[config.mk]
export PLATFORM = sky130hd
export DESIGN_NAME = pix_lane_serializer
export DESIGN_NICKNAME = d
export VERILOG_FILES = /design/src/rtl/pws_pkg.sv /design/src/rtl/pws_slot_timer.sv /design/src/rtl/pws_path_tracker.sv /design/src/rtl/pws_lane_driver.sv /design/src/rtl/pix_lane_serializer.sv
export SDC_FILE = /design/constraint.sdc
export NUM_CORES = 1
export LEC_CHECK = 0
export BUFFER_PORTS_ARGS = -buffer_cell sky130_fd_sc_hd__buf_4
export CAP_MARGIN = 20
export CORE_MARGIN = 10
export CORE_UTILIZATION = 54
export CTS_BUF_LIST = sky130_fd_sc_hd__clkbuf_8 sky130_fd_sc_hd__clkbuf_16
export CTS_CLUSTER_DIAMETER = 120
export DETAILED_ROUTE_END_ITERATION = 10
export PLACE_DENSITY = 0.8
export SETUP_SLACK_MARGIN = 0.15
export SLEW_MARGIN = 20
export SYNTH_ARGS = -nofsm -noshare
export SYNTH_HDL_FRONTEND = slang
export SYNTH_SLANG_ARGS = --single-unit
[constraint.sdc]
create_clock -name clk -period 4.4 [get_ports clk]
set_clock_uncertainty 0.15 [all_clocks]
set_input_delay 0.44 -clock clk [delete_from_list [all_inputs] [get_ports clk]]
set_output_delay 0.44 -clock clk [all_outputs]
set_load 0.01 [all_outputs]
[src/rtl/pws_pkg.sv]
package pws_pkg;

  typedef enum logic {
    PATH_EVEN = 1'b0,
    PATH_ODD  = 1'b1
  } path_e;

  typedef struct packed {
    logic vld;
    logic long_frm;
  } slot_info_t;

endpackage

[src/rtl/pws_slot_timer.sv]
module pws_slot_timer #(
  parameter int SLOT_LEN = 16,
  localparam int CNT_W   = $clog2(SLOT_LEN)
) (
  input  logic             clk,
  input  logic             rst,
  output logic [CNT_W-1:0] cnt_o,
  output logic             load_o
);

  localparam logic [CNT_W-1:0] LAST = CNT_W'(SLOT_LEN - 1);

  logic [CNT_W-1:0] cnt_q;

  always_ff @(posedge clk) begin
    if (rst) begin
      cnt_q <= LAST;
    end else if (cnt_q == LAST) begin
      cnt_q <= '0;
    end else begin
      cnt_q <= cnt_q + 1'b1;
    end
  end

  assign cnt_o  = cnt_q;
  assign load_o = (cnt_q == LAST);


  wrap_after_load_chk: assert property (@(posedge clk) disable iff (rst)
    load_o |=> (cnt_q == '0));

endmodule

[src/rtl/pws_path_tracker.sv]
module pws_path_tracker
  import pws_pkg::*;
(
  input  logic       clk,
  input  logic       rst,
  input  logic       load_i,
  input  logic       valid_i,
  input  logic       cds_i,
  input  logic       path_rst_i,
  output slot_info_t info_o
);

  path_e      par_q;
  logic       pend_q;
  slot_info_t info_q;
  logic       rst_req;
  path_e      eff_path;

  assign rst_req  = pend_q | path_rst_i;
  assign eff_path = rst_req ? PATH_EVEN : par_q;

  always_ff @(posedge clk) begin
    if (rst) begin
      par_q  <= PATH_EVEN;
      pend_q <= 1'b0;
      info_q <= '0;
    end else if (load_i) begin
      info_q.vld      <= valid_i;
      info_q.long_frm <= ~cds_i | (eff_path == PATH_ODD);
      par_q           <= (cds_i & valid_i) ? path_e'(~eff_path) : eff_path;
      pend_q          <= 1'b0;
    end else if (path_rst_i) begin
      pend_q <= 1'b1;
    end
  end

  assign info_o = info_q;


  cds_toggle_chk: assert property (@(posedge clk) disable iff (rst)
    (load_i && cds_i && valid_i && !rst_req) |=> (par_q != $past(par_q)));


  path_reset_even_chk: assert property (@(posedge clk) disable iff (rst)
    (load_i && rst_req && cds_i && valid_i) |=> (par_q == PATH_ODD && !info_q.long_frm));


  sh_freeze_chk: assert property (@(posedge clk) disable iff (rst)
    (load_i && !cds_i && !rst_req) |=> $stable(par_q));


  idle_freeze_chk: assert property (@(posedge clk) disable iff (rst)
    (load_i && !valid_i && !rst_req) |=> $stable(par_q));

endmodule

[src/rtl/pws_lane_driver.sv]
module pws_lane_driver
  import pws_pkg::*;
#(
  parameter int DATA_W   = 14,
  parameter int LONG_HI  = 6,
  parameter int SHORT_HI = 4,
  localparam int SLOT_LEN = DATA_W + 2,
  localparam int CNT_W    = $clog2(SLOT_LEN)
) (
  input  logic              clk,
  input  logic              rst,
  input  logic              load_i,
  input  logic [CNT_W-1:0]  cnt_i,
  input  logic [DATA_W-1:0] data_i,
  input  logic              valid_i,
  input  slot_info_t        info_i,
  output logic              ser_o,
  output logic              frm_o,
  output logic              bclk_o
);

  localparam logic [CNT_W-1:0] FIRST_BT = CNT_W'(1);
  localparam logic [CNT_W-1:0] LONG_BT  = CNT_W'(LONG_HI);
  localparam logic [CNT_W-1:0] SHORT_BT = CNT_W'(SHORT_HI);

  logic [SLOT_LEN-1:0] sr_q;
  logic                ser_q, frm_q, bclk_q;
  logic [CNT_W-1:0]    hi_end;
  logic                frm_nxt;

  assign hi_end  = info_i.long_frm ? LONG_BT : SHORT_BT;
  assign frm_nxt = info_i.vld && (cnt_i >= FIRST_BT) && (cnt_i <= hi_end);

  always_ff @(posedge clk) begin
    if (rst) begin
      sr_q   <= '0;
      ser_q  <= 1'b0;
      frm_q  <= 1'b0;
      bclk_q <= 1'b0;
    end else begin
      ser_q  <= sr_q[SLOT_LEN-1];
      frm_q  <= frm_nxt;
      bclk_q <= ~cnt_i[0];
      if (load_i) begin
        sr_q <= valid_i ? {1'b0, data_i, 1'b0} : '0;
      end else begin
        sr_q <= {sr_q[SLOT_LEN-2:0], 1'b0};
      end
    end
  end

  assign ser_o  = ser_q;
  assign frm_o  = frm_q;
  assign bclk_o = bclk_q;


  lead_guard_chk: assert property (@(posedge clk) disable iff (rst)
    (cnt_i == CNT_W'(1)) |-> !ser_o);


  tail_guard_chk: assert property (@(posedge clk) disable iff (rst)
    (cnt_i == '0) |-> (!ser_o && !frm_o));


  frame_rise_chk: assert property (@(posedge clk) disable iff (rst)
    $rose(frm_o) |-> (cnt_i == CNT_W'(2)));


  frame_fall_chk: assert property (@(posedge clk) disable iff (rst)
    $fell(frm_o) |-> (cnt_i == CNT_W'(SHORT_HI + 2) || cnt_i == CNT_W'(LONG_HI + 2)));

endmodule

[src/rtl/pix_lane_serializer.sv]
module pix_lane_serializer
  import pws_pkg::*;
#(
  parameter int DATA_W   = 14,
  parameter int LONG_HI  = 6,
  parameter int SHORT_HI = 4
) (
  input  logic              clk,
  input  logic              rst,
  input  logic [DATA_W-1:0] pix_data,
  input  logic              pix_valid,
  input  logic              cds_mode,
  input  logic              path_rst,
  output logic              ser_o,
  output logic              frm_o,
  output logic              bclk_o
);

  localparam int SLOT_LEN = DATA_W + 2;
  localparam int CNT_W    = $clog2(SLOT_LEN);

  logic [CNT_W-1:0] cnt;
  logic             load;
  slot_info_t       info;

  pws_slot_timer #(.SLOT_LEN(SLOT_LEN)) u_timer (
    .clk    (clk),
    .rst    (rst),
    .cnt_o  (cnt),
    .load_o (load)
  );

  pws_path_tracker u_path (
    .clk        (clk),
    .rst        (rst),
    .load_i     (load),
    .valid_i    (pix_valid),
    .cds_i      (cds_mode),
    .path_rst_i (path_rst),
    .info_o     (info)
  );

  pws_lane_driver #(
    .DATA_W   (DATA_W),
    .LONG_HI  (LONG_HI),
    .SHORT_HI (SHORT_HI)
  ) u_lane (
    .clk     (clk),
    .rst     (rst),
    .load_i  (load),
    .cnt_i   (cnt),
    .data_i  (pix_data),
    .valid_i (pix_valid),
    .info_i  (info),
    .ser_o   (ser_o),
    .frm_o   (frm_o),
    .bclk_o  (bclk_o)
  );

endmodule

Word level (Yosys, flattened, before mapping)
Index checks and enable logic that the tools add are counted.
{ "op_classes": {"n_mux": 6, "n_bitwise": 7, "multipliers": 0, "shift": 0, "addsub": 1, "reduce_logical": 4, "order_cmp": 2, "eq_ne": 1, "div": 0} }
{ "op_table": {"columns": ["op", "n"], "rows": [
  ["16-bit two-way mux", 1],
  ["15-bit two-way mux", 1],
  ["4-bit by 1-bit adder with 4-bit output (second input constant)", 1],
  ["4-bit == test (second input constant)", 1],
  ["4-bit by 1-bit greater-or-equal comparator with 1-bit output (second input constant)", 1],
  ["4-bit <= comparator", 1],
  ["4-bit two-way mux", 1],
  ["1-bit inverter", 4],
  ["2-bit OR reduction", 2],
  ["1-bit logical AND", 2],
  ["1-bit two-way mux", 2],
  ["2-bit two-way mux", 1],
  ["1-bit OR", 2],
  ["1-bit AND", 1]
]} }
{ "word_totals": {"regBits": 27, "latchBits": 0, "n_memories": 0, "in_bits": 19, "elab_cells": 31, "ram_bits": 0, "mem_bits_ro": 0} }

Logic depth before layout (Yosys ltp)
Gate-level depths: netlist of run 1.
{ "logic_depth": {"ltp_word": 4, "mapped_depth": 5, "mapped_depth_nobuf": 4} }

Hierarchy
Synthesis of run 1 repeated with hierarchy kept, for this count alone.
{ "hier_totals": {"hier_cells": 104, "hier_area_um2": 999.7} }
{ "modules_own_cells": {"columns": ["mod", "cells_per_inst", "n_inst", "area_per_inst_um2"], "rows": [
  ["pws_lane_driver", 74, 1, 689.4],
  ["pws_slot_timer", 15, 1, 156.4],
  ["pws_path_tracker", 15, 1, 153.9]
]} }

Worst setup path after synthesis of run 1
No wires, ideal clock.
{ "synth_path": {"path_type": "reg-to-reg", "startpoint": "register u_timer.cnt_q[0] (netlist: u_timer.cnt_o[0])", "endpoint": "register u_lane.sr_q[12]", "slack_ns": 2.871, "stages_incl_launch_ff": 6, "required_time_ns": 4.133, "t_arrival_ns": 1.262, "setup_time_ns": 0.117, "cell_sequence": "dfxtp_1 ha_1 and3_1 nor2_4 buf_6 a22o_2"} }
{ "synth_via": {"elab_chain_cells": 2} }
{ "synth_rtl": {"columns": ["element", "line", "rtl"], "rows": [
  ["start: declaration", "pws_slot_timer.sv:13", "logic [CNT_W-1:0] cnt_q;"],
  ["start signal: assignment", "pws_slot_timer.sv:21", "cnt_q <= cnt_q + 1'b1;"],
  ["4-bit == test", "pws_slot_timer.sv:26", "assign load_o = (cnt_q == LAST);"],
  ["16-bit two-way mux", "pws_lane_driver.sv:44", "if (load_i) begin"],
  ["end signal: assignment", "pws_lane_driver.sv:45", "sr_q <= valid_i ? {1'b0, data_i, 1'b0} : '0;"],
  ["end signal: assignment", "pws_lane_driver.sv:47", "sr_q <= {sr_q[SLOT_LEN-2:0], 1'b0};"],
  ["end: declaration", "pws_lane_driver.sv:26", "logic [SLOT_LEN-1:0] sr_q;"]
]} }
Every way passes these cells.
A chain may end at the register's enable or synchronous reset.

Final worst setup path of run 1
{ "layout_path": {"startpoint": "register u_timer.cnt_q[0] (netlist: u_timer.cnt_o[0])", "endpoint": "register u_lane.sr_q[2]"} }
The elaborated chain is that of the path after synthesis.

==> reports/metrics.cfg, run 1 <==
[run_status]
status = finished clean

[timing]
finalSetupViolCount = 0
grt_setup_unrepaired = false
worstMarginPinSlew_ns = 0.598
finalHoldViolCount = 0
slew_headroom = 0.601
fin_setup_tns_ns = 0
min_period_ns = 1.87
timing.final.ws_setup_ns = 2.53
whs_ns = 0.223
fin_crit_sh = 0.426
slew_violations = 0
max_freq_mhz = 533

[yosys]
ys_warn_count = 0
syn_inst = 79
synth_top_area_cell = dfxtp_1
synth-seq-area-share = 0.545
synth_area_leaders = dfxtp_1 (55%), a22o_2 (10%), ha_1 (5.2%)
synthDistinctLibCells = 28
synth-seq-cells = 26
syn-cell-area_um2 = 955
syn_avg_cell_area_um2 = 12.1
synth_top_area_frac = 0.545
yosysMostFrequentCell = dfxtp_1
ys_async_sr_fraction = 0
synth_common_cells = dfxtp_1 (26), a22o_2 (10), ha_1 (4)
synthFlopType = dfxtp_1
syn_nets = 102
synth_edf_count = 0

[drt]
wl_per_cell_um = 14.1
routed.top_layer = met4
wl_um = 1770
drt-initial-drc-count = 7
wl_met1_um = 768
vias_per_cell = 5.33
dr.pass1.iters = 4
ant_nets = 0
drc_errors = 0
met2_length_um = 853
dr_wl_met3_um = 98
vias = 666

[finish]
fin_util = 0.689
diodes = 0
fin_nets = 124
drive_above_1_share = 0.410
syn2layout_area_growth_pct = 23.2

[die]
num_rows = 15
die_h_um = 62.0
die_area_um2 = 3850
core-area_um2 = 1710
io_pins = 22
start_util = 0.559
dieWidth_um = 62.0

[grt]
grt_pass1_vias = 669
overflow = 0
grt_max_degree = 17
grt_usage = 0.103
grt_pass1_wl_um = 2920
antenna_found_initial = 0

[placement]
hpwl_um = 1310
placement.io_buffers = 21
place_congestion = 0.761
pre_cts_ws_ns = 2.57

[hold_path]
hold_class = in -> reg

[clocking]
post_cts_resized = 0
clock_sinks = 26
root_buffer = clkbuf_8
htree_levels = 1
cts_made_buffers = 3
ctsHoldBuffers = 0
postCtsSetupBuffers = 0
clk-insertion-delay-late_ns = 0.27
cts_tree = done
path_clk_slew_ns = 0.09
clockBufferDepth = 2

[power_and_ir_drop]
finalPower_mw = 0.585
p_leak_nw = 0.525
p_per_area_nw_per_um2 = 497
ir_drop_mv = 0.320

[worst_setup_path]
critical_path_class = reg -> reg
startpoint_type = flop
cp_max_fo = 15
endpoint_kind = flop
cp_data_arrival_time_ns = 1.94
required_ns = 4.46

[run]
max_cap_viol_count = 0

## registers in the layout, summed over array words and instances, names as in the netlist
register,flops
u_path.par_q,1
u_path.pend_q,1
u_lane.ser_o,1
u_lane.bclk_o,1
u_timer.cnt_o,4
u_lane.frm_o,1
u_lane.sr_q,15
u_path.info_o,2
## critical path, stage by stage, from the launching register on
cell and delay (ns):
dfxtp_1 0.43, ha_1 0.30, nand3_2 0.15, nor3b_4 0.54
a22o_2 0.25
## power breakdown
group,internal (mW),switching [mW]
Sequential,0.265,0.0233
Clock,0.122,0.0724
Combinational,0.0531,0.0490
## kinds of logic after synthesis
group,share of synthesized area
flops,0.545
buf+inv,0.0485
simple gates,0.127
fa+ha+maj,0.0524
compound gates,0.218
xor+xnor,0.00918
## per-layer routing
| metal | vias to the layer above | global-route usage |
|---|---|---|
| met5 | - | 0 |
| met4 | 0 | 0.0732 |
| met3 | 6 | 0.0366 |
| met2 | 21 | 0.154 |
| met1 | 311 | 0.119 |
| li1 | 328 | - |
## final cells by class
cell class              count  area, um^2
well taps                  25        31.3
inverters                   2        7.51
fillers                   132         532
multi-input cells          47         388
clock buffers               3        41.3
repair buffers             21         158
clock inverters             1        30.0
flip-flops and latches     26         520
## final timing paths
kind | start | endpoint | slack [ns] | cells after the start
setup / recovery | u_timer.cnt_o[0] | u_lane.sr_q[2] | 2.53 | 4
hold / removal | pix_data[0] | u_lane.sr_q[1] | 0.22 | 2
setup reg to reg | u_timer.cnt_o[0] | u_lane.sr_q[2] | 2.53 | 4
hold reg to reg | u_lane.sr_q[14] | u_lane.sr_q[15] | 0.29 | 1
## through the flow
stage | instance area, um^2 | instances
finish | 1180 | 125
global route | 1180 | 125
CTS | 1180 | 125
detailed placement | 1100 | 121
global placement | 1100 | 121
floorplan | 955 | 79
## layout by cell type (no fill, tap or decap), types with 2 or more instances in the layout
cell type / instances
dfxtp_1: 26
a211oi_1: 2
a21o_1: 3
inv_1: 2
clkbuf_8: 3
a22o_1: 3
and2_1: 2
a22o_2: 10
a31oi_1: 2
buf_4: 21
a21oi_1: 2
or2_2: 2
ha_1: 4
nor2_1: 3
Power figures use the tool's default switching activity.
==> run 2, diff against run 1 <==
--- a/config.mk
+++ b/config.mk
@@ -8,11 +8,11 @@
 export BUFFER_PORTS_ARGS = -buffer_cell sky130_fd_sc_hd__buf_4
 export CAP_MARGIN = 20
 export CORE_MARGIN = 10
-export CORE_UTILIZATION = 54
+export CORE_UTILIZATION = 45
 export CTS_BUF_LIST = sky130_fd_sc_hd__clkbuf_8 sky130_fd_sc_hd__clkbuf_16
 export CTS_CLUSTER_DIAMETER = 120
 export DETAILED_ROUTE_END_ITERATION = 10
-export PLACE_DENSITY = 0.8
+export PLACE_DENSITY = 0.71
 export SETUP_SLACK_MARGIN = 0.15
 export SLEW_MARGIN = 20
 export SYNTH_ARGS = -nofsm -noshare
==> constraint.sdc (replaced) <==
create_clock -name clk -period 1.7 [get_ports clk]
set_clock_uncertainty 0.15 [all_clocks]
set_input_delay 0.17 -clock clk [delete_from_list [all_inputs] [get_ports clk]]
set_output_delay 0.17 -clock clk [all_outputs]
set_load 0.01 [all_outputs]
==> reports/metrics.cfg, run 2 (same netlist as run 1, synthesis figures left out) <==
[drt]
ant_nets = 0
vias_per_cell = 4.86
drt-initial-drc-count = 14
wl_um = 2040
vias = 705
wl_per_cell_um = 14.1
drc_errors = 0
dr.pass1.iters = 4

[worst_setup_path]
path_cells = ha_4, and3_2, nor2_4, buf_12, a22o_2
critPathTopFamily = flip-flops
crit_cells = 5
slowest_delay_ns = 0.40
endpoint_kind = flop
crit_path_start = u_timer.cnt_o[0]
required_ns = 1.71
cp_data_arrival_time_ns = 1.49
cp_num_buf_inv = 1
cp_max_fo = 14
regToRegStartpoint = u_timer.cnt_o[0]
startpoint_type = flop
crit_slowest_cell = dfxtp_2
critical_path_class = reg -> reg
r2r_cells = 5

[placement]
hpwl_um = 1300
placedCellCount = 124
pre_cts_ws_ns = 0.112
place_congestion = 0.788
placement.io_buffers = 21

[finish]
largest_reg_flops = 15
fin_nets = 143
layout_common_cells = dfxtp_1 (24), buf_4 (22), dlygate4sd3_1 (16), a22o_2 (10)
stdcell_count = 145
top_register = u_lane.sr_q
syn2layout_area_growth_pct = 43.1
diodes = 0
drive_above_1_share = 0.398
layout_commonest_cell = dfxtp_1

[grt]
grt_pass1_vias = 772
grt_pass1_wl_um = 3560
overflow = 0
grt_usage = 0.104
antenna_found_initial = 0
grt_max_degree = 16

[timing]
slew_headroom = 0.825
max_freq_mhz = 675
fin_setup_tns_ns = 0
finalSetupViolCount = 0
timing.final.ws_setup_ns = 0.218
whs_ns = 0.0315
grt_setup_unrepaired = false
worstMarginPinSlew_ns = 0.262
min_period_ns = 1.48
slew_violations = 0
fin_crit_sh = 0.872
finalHoldViolCount = 0

[hold_path]
hold_path_depth = 2
hold_path.startpoint = rst
hold_class = in -> reg

[die]
core-area_um2 = 1980
num_rows = 16
die_area_um2 = 4360
dieWidth_um = 66.1
io_pins = 22
die_h_um = 66.1
start_util = 0.482

[power_and_ir_drop]
p_leak_nw = 0.600
power.switching_mw = 0.385
p_int_mw = 1.05
power_frac_comb = 0.242
seqPwrFrac = 0.524
p_per_area_nw_per_um2 = 1050
finalPower_mw = 1.43
p_clk_frac = 0.234
ir_drop_mv = 0.630
power_switching_share = 0.268

[clocking]
clockBufferDepth = 2
root_buffer = clkbuf_8
path_clk_slew_ns = 0.08
clk-insertion-delay-late_ns = 0.26
cts_tree = done
htree_levels = 1
cts_made_buffers = 3
clock_sinks = 26

[run]
max_cap_viol_count = 0

[run_status]
status = finished clean

run 2: cell count changes in the layout (fill, tap and decap cells not counted), sizes merged:
cell         change
bufinv           -1
buf              +3
dlygate4sd3     +16
run 2: worst paths after layout:
kind,to,slack (ns)
worst max register to register,u_lane.sr_q[5],0.22
worst min register to register,u_lane.sr_q[15],0.29
worst max-delay path,u_lane.sr_q[5],0.22
worst min-delay path,u_path.par_q,0.03
run 2: per-layer routing:
metal | global-route usage | wire length [um] | up-vias
met5 | 0 | 0 | -
li1 | - | - | 363
met1 | 0.125 | 935 | 324
met4 | 0.0550 | 31 | 0
met2 | 0.168 | 997 | 14
met3 | 0.0237 | 80 | 4
run 2: power by group through the flow:
stage | logic (mW) | clock network (mW) | registers [mW]
after floorplan | 0.230 | 0 | 0.735
after global placement | 0.259 | 0 | 0.754
after detailed placement | 0.271 | 0 | 0.757
after CTS | 0.338 | 0.346 | 0.744
after global routing | 0.386 | 0.355 | 0.762
final | 0.347 | 0.336 | 0.751
run 2: repair_timing:
item	4_1_cts	5_1_grt
resized for setup	3	4
pin swaps	1	1
buffers inserted	2	0
hold buffers	16	0
endpoints found under the hold margin	16	0
setup endpoints to repair	17	17
run 2: metrics by stage:
step | area (um^2) | util
after floorplan | 955 | -
after global placement | 1110 | 0.563
after detailed placement | 1110 | 0.563
after CTS | 1350 | 0.681
after global routing | 1370 | 0.689
final | 1370 | 0.689
run 2: layout make-up:
| type | count | area [um^2] |
|---|---|---|
| multi-input combinational | 47 | 404 |
| fill | 143 | 616 |
| inverter | 2 | 7.51 |
| tap | 27 | 33.8 |
| timing repair buffer | 40 | 357 |
| clock buffer | 3 | 41.3 |
| sequential | 26 | 523 |
==> run 3, diff against run 2 <==
--- a/config.mk
+++ b/config.mk
@@ -5,8 +5,9 @@
 export SDC_FILE = /design/constraint.sdc
 export NUM_CORES = 1
 export LEC_CHECK = 0
-export BUFFER_PORTS_ARGS = -buffer_cell sky130_fd_sc_hd__buf_4
+export BUFFER_PORTS_ARGS = -buffer_cell sky130_fd_sc_hd__buf_2
 export CAP_MARGIN = 20
+export CORE_ASPECT_RATIO = 0.7
 export CORE_MARGIN = 10
 export CORE_UTILIZATION = 45
 export CTS_BUF_LIST = sky130_fd_sc_hd__clkbuf_8 sky130_fd_sc_hd__clkbuf_16
==> reports/metrics.cfg, run 3 (same netlist as run 1, synthesis figures left out) <==
[finish]
fin_nets = 143
nFillCells = 142
diodes = 0
regArea_um2 = 522
fin_util = 0.676
layout_commonest_cell = dfxtp_1
top_register = u_lane.sr_q
fin_area_um2 = 1310
largest_reg_flops = 15
layout_common_cells = dfxtp_1 (25), buf_2 (21), dlygate4sd3_1 (16), a22o_2 (10), clkbuf_8 (4)
stdcell_count = 141
drive_above_1_share = 0.395
multi_input_area_um2 = 392
syn2layout_area_growth_pct = 37.0

[die]
num_rows = 13
die_h_um = 58.5
io_pins = 22
core-area_um2 = 1940
start_util = 0.493
dieWidth_um = 75.1
die_area_um2 = 4390

[worst_setup_path]
critical_path_class = in -> reg
slowest_delay_ns = 0.54
crit_slowest_cell = dlygate4sd3_1
critPathTopFamily = buffers and inverters
cp_num_buf_inv = 2
cp_max_fo = 3
endpoint_kind = flop
required_ns = 1.72
path_cells = dlygate4sd3_1, buf_2, or3b_2, a311oi_1
startpoint_type = input port
cp_data_arrival_time_ns = 1.56

[timing]
worstMarginPinSlew_ns = 0.265
fin_crit_sh = 0.904
slew_headroom = 0.823
finalSetupViolCount = 0
slew_violations = 0
grt_setup_unrepaired = false
max_freq_mhz = 651
timing.final.ws_setup_ns = 0.163
finalHoldViolCount = 0
fin_setup_tns_ns = 0
whs_ns = 0.0499
min_period_ns = 1.54

[drt]
vias_per_cell = 5.04
wl_per_cell_um = 14.1
ant_nets = 0
wl_um = 1990
drt-initial-drc-count = 29
vias = 711
drc_errors = 0
dr.pass1.iters = 4

[grt]
grt_pass1_vias = 740
grt_pass1_wl_um = 3380
overflow = 0
grt_usage = 0.0969
antenna_found_initial = 0
grt_max_degree = 17

[power_and_ir_drop]
p_leak_nw = 0.587
p_int_mw = 1.08
power.switching_mw = 0.380
power_frac_comb = 0.226
ir_drop_mv = 0.921
p_clk_frac = 0.262
finalPower_mw = 1.46
p_per_area_nw_per_um2 = 1110
seqPwrFrac = 0.513
power_switching_share = 0.261

[placement]
dpl_cell_area_um2 = 1060
place_congestion = 0.763
placedCellCount = 120
hpwl_um = 1350
pre_cts_ws_ns = 0.161
placement.io_buffers = 21

[clocking]
clock_sinks = 26
clk-insertion-delay-late_ns = 0.26
htree_levels = 1
path_clk_slew_ns = 0.08
clockBufferDepth = 2
root_buffer = clkbuf_8
cts_made_buffers = 3
cts_tree = done

[run_status]
status = finished clean

[hold_path]
hold_class = in -> reg

[run]
max_cap_viol_count = 0

[run 3: cell count changes in the layout (fill, tap and decap cells not counted), sizes merged]
cell,previous run,this run
clkbuf,3,4
[run 3: worst register-to-register path, stage by stage, from the launching register on]
cell and delay, ns:
dfxtp_2 0.36, ha_2 0.22, and3_2 0.25, nor2_4 0.06
buf_12 0.15, a22o_2 0.21
[run 3: routing by layer]
| layer | vias to the layer above | share of wire | track usage |
|---|---|---|---|
| met4 | 0 | 0.0030 | 0.00806 |
| li1 | 366 | - | - |
| met5 | - | 0 | 0 |
| met2 | 20 | 0.47 | 0.155 |
| met3 | 2 | 0.057 | 0.0419 |
| met1 | 323 | 0.47 | 0.122 |
[run 3: power by group through the flow]
stage / sequential [mW] / combinational, mW / clock [mW]
CTS: 0.743 / 0.296 / 0.388
global route: 0.757 / 0.363 / 0.421
finish: 0.746 / 0.329 / 0.381
floorplan: 0.735 / 0.230 / 0
global placement: 0.750 / 0.260 / 0
detailed placement: 0.755 / 0.266 / 0
[run 3: path summary, 6_finish.rpt]
check | start | endpoint | slack (ns) | cells after the start
max | path_rst | u_path.info_o[0] | 0.16 | 4
min | pix_valid | u_path.par_q | 0.05 | 3
max reg2reg | u_timer.cnt_o[1] | u_lane.sr_q[11] | 0.20 | 5
min reg2reg | u_lane.sr_q[15] | u_lane.ser_o | 0.30 | 1
[run 3: what timing repair did]
action	in CTS	in global routing
pin swaps	0	1
endpoints found under the hold margin	16	0
gates cloned	0	0
hold buffers	16	0
resized for setup	1	3
setup buffers	0	1
endpoints found under the setup margin	3	17
[run 3: area by class of cell]
type	count	area share
clock buffers	4	0.0421
inverters	2	0.00574
multi-input cells	47	0.300
flip-flops and latches	26	0.399
well taps	22	0.0211
repair buffers	40	0.233
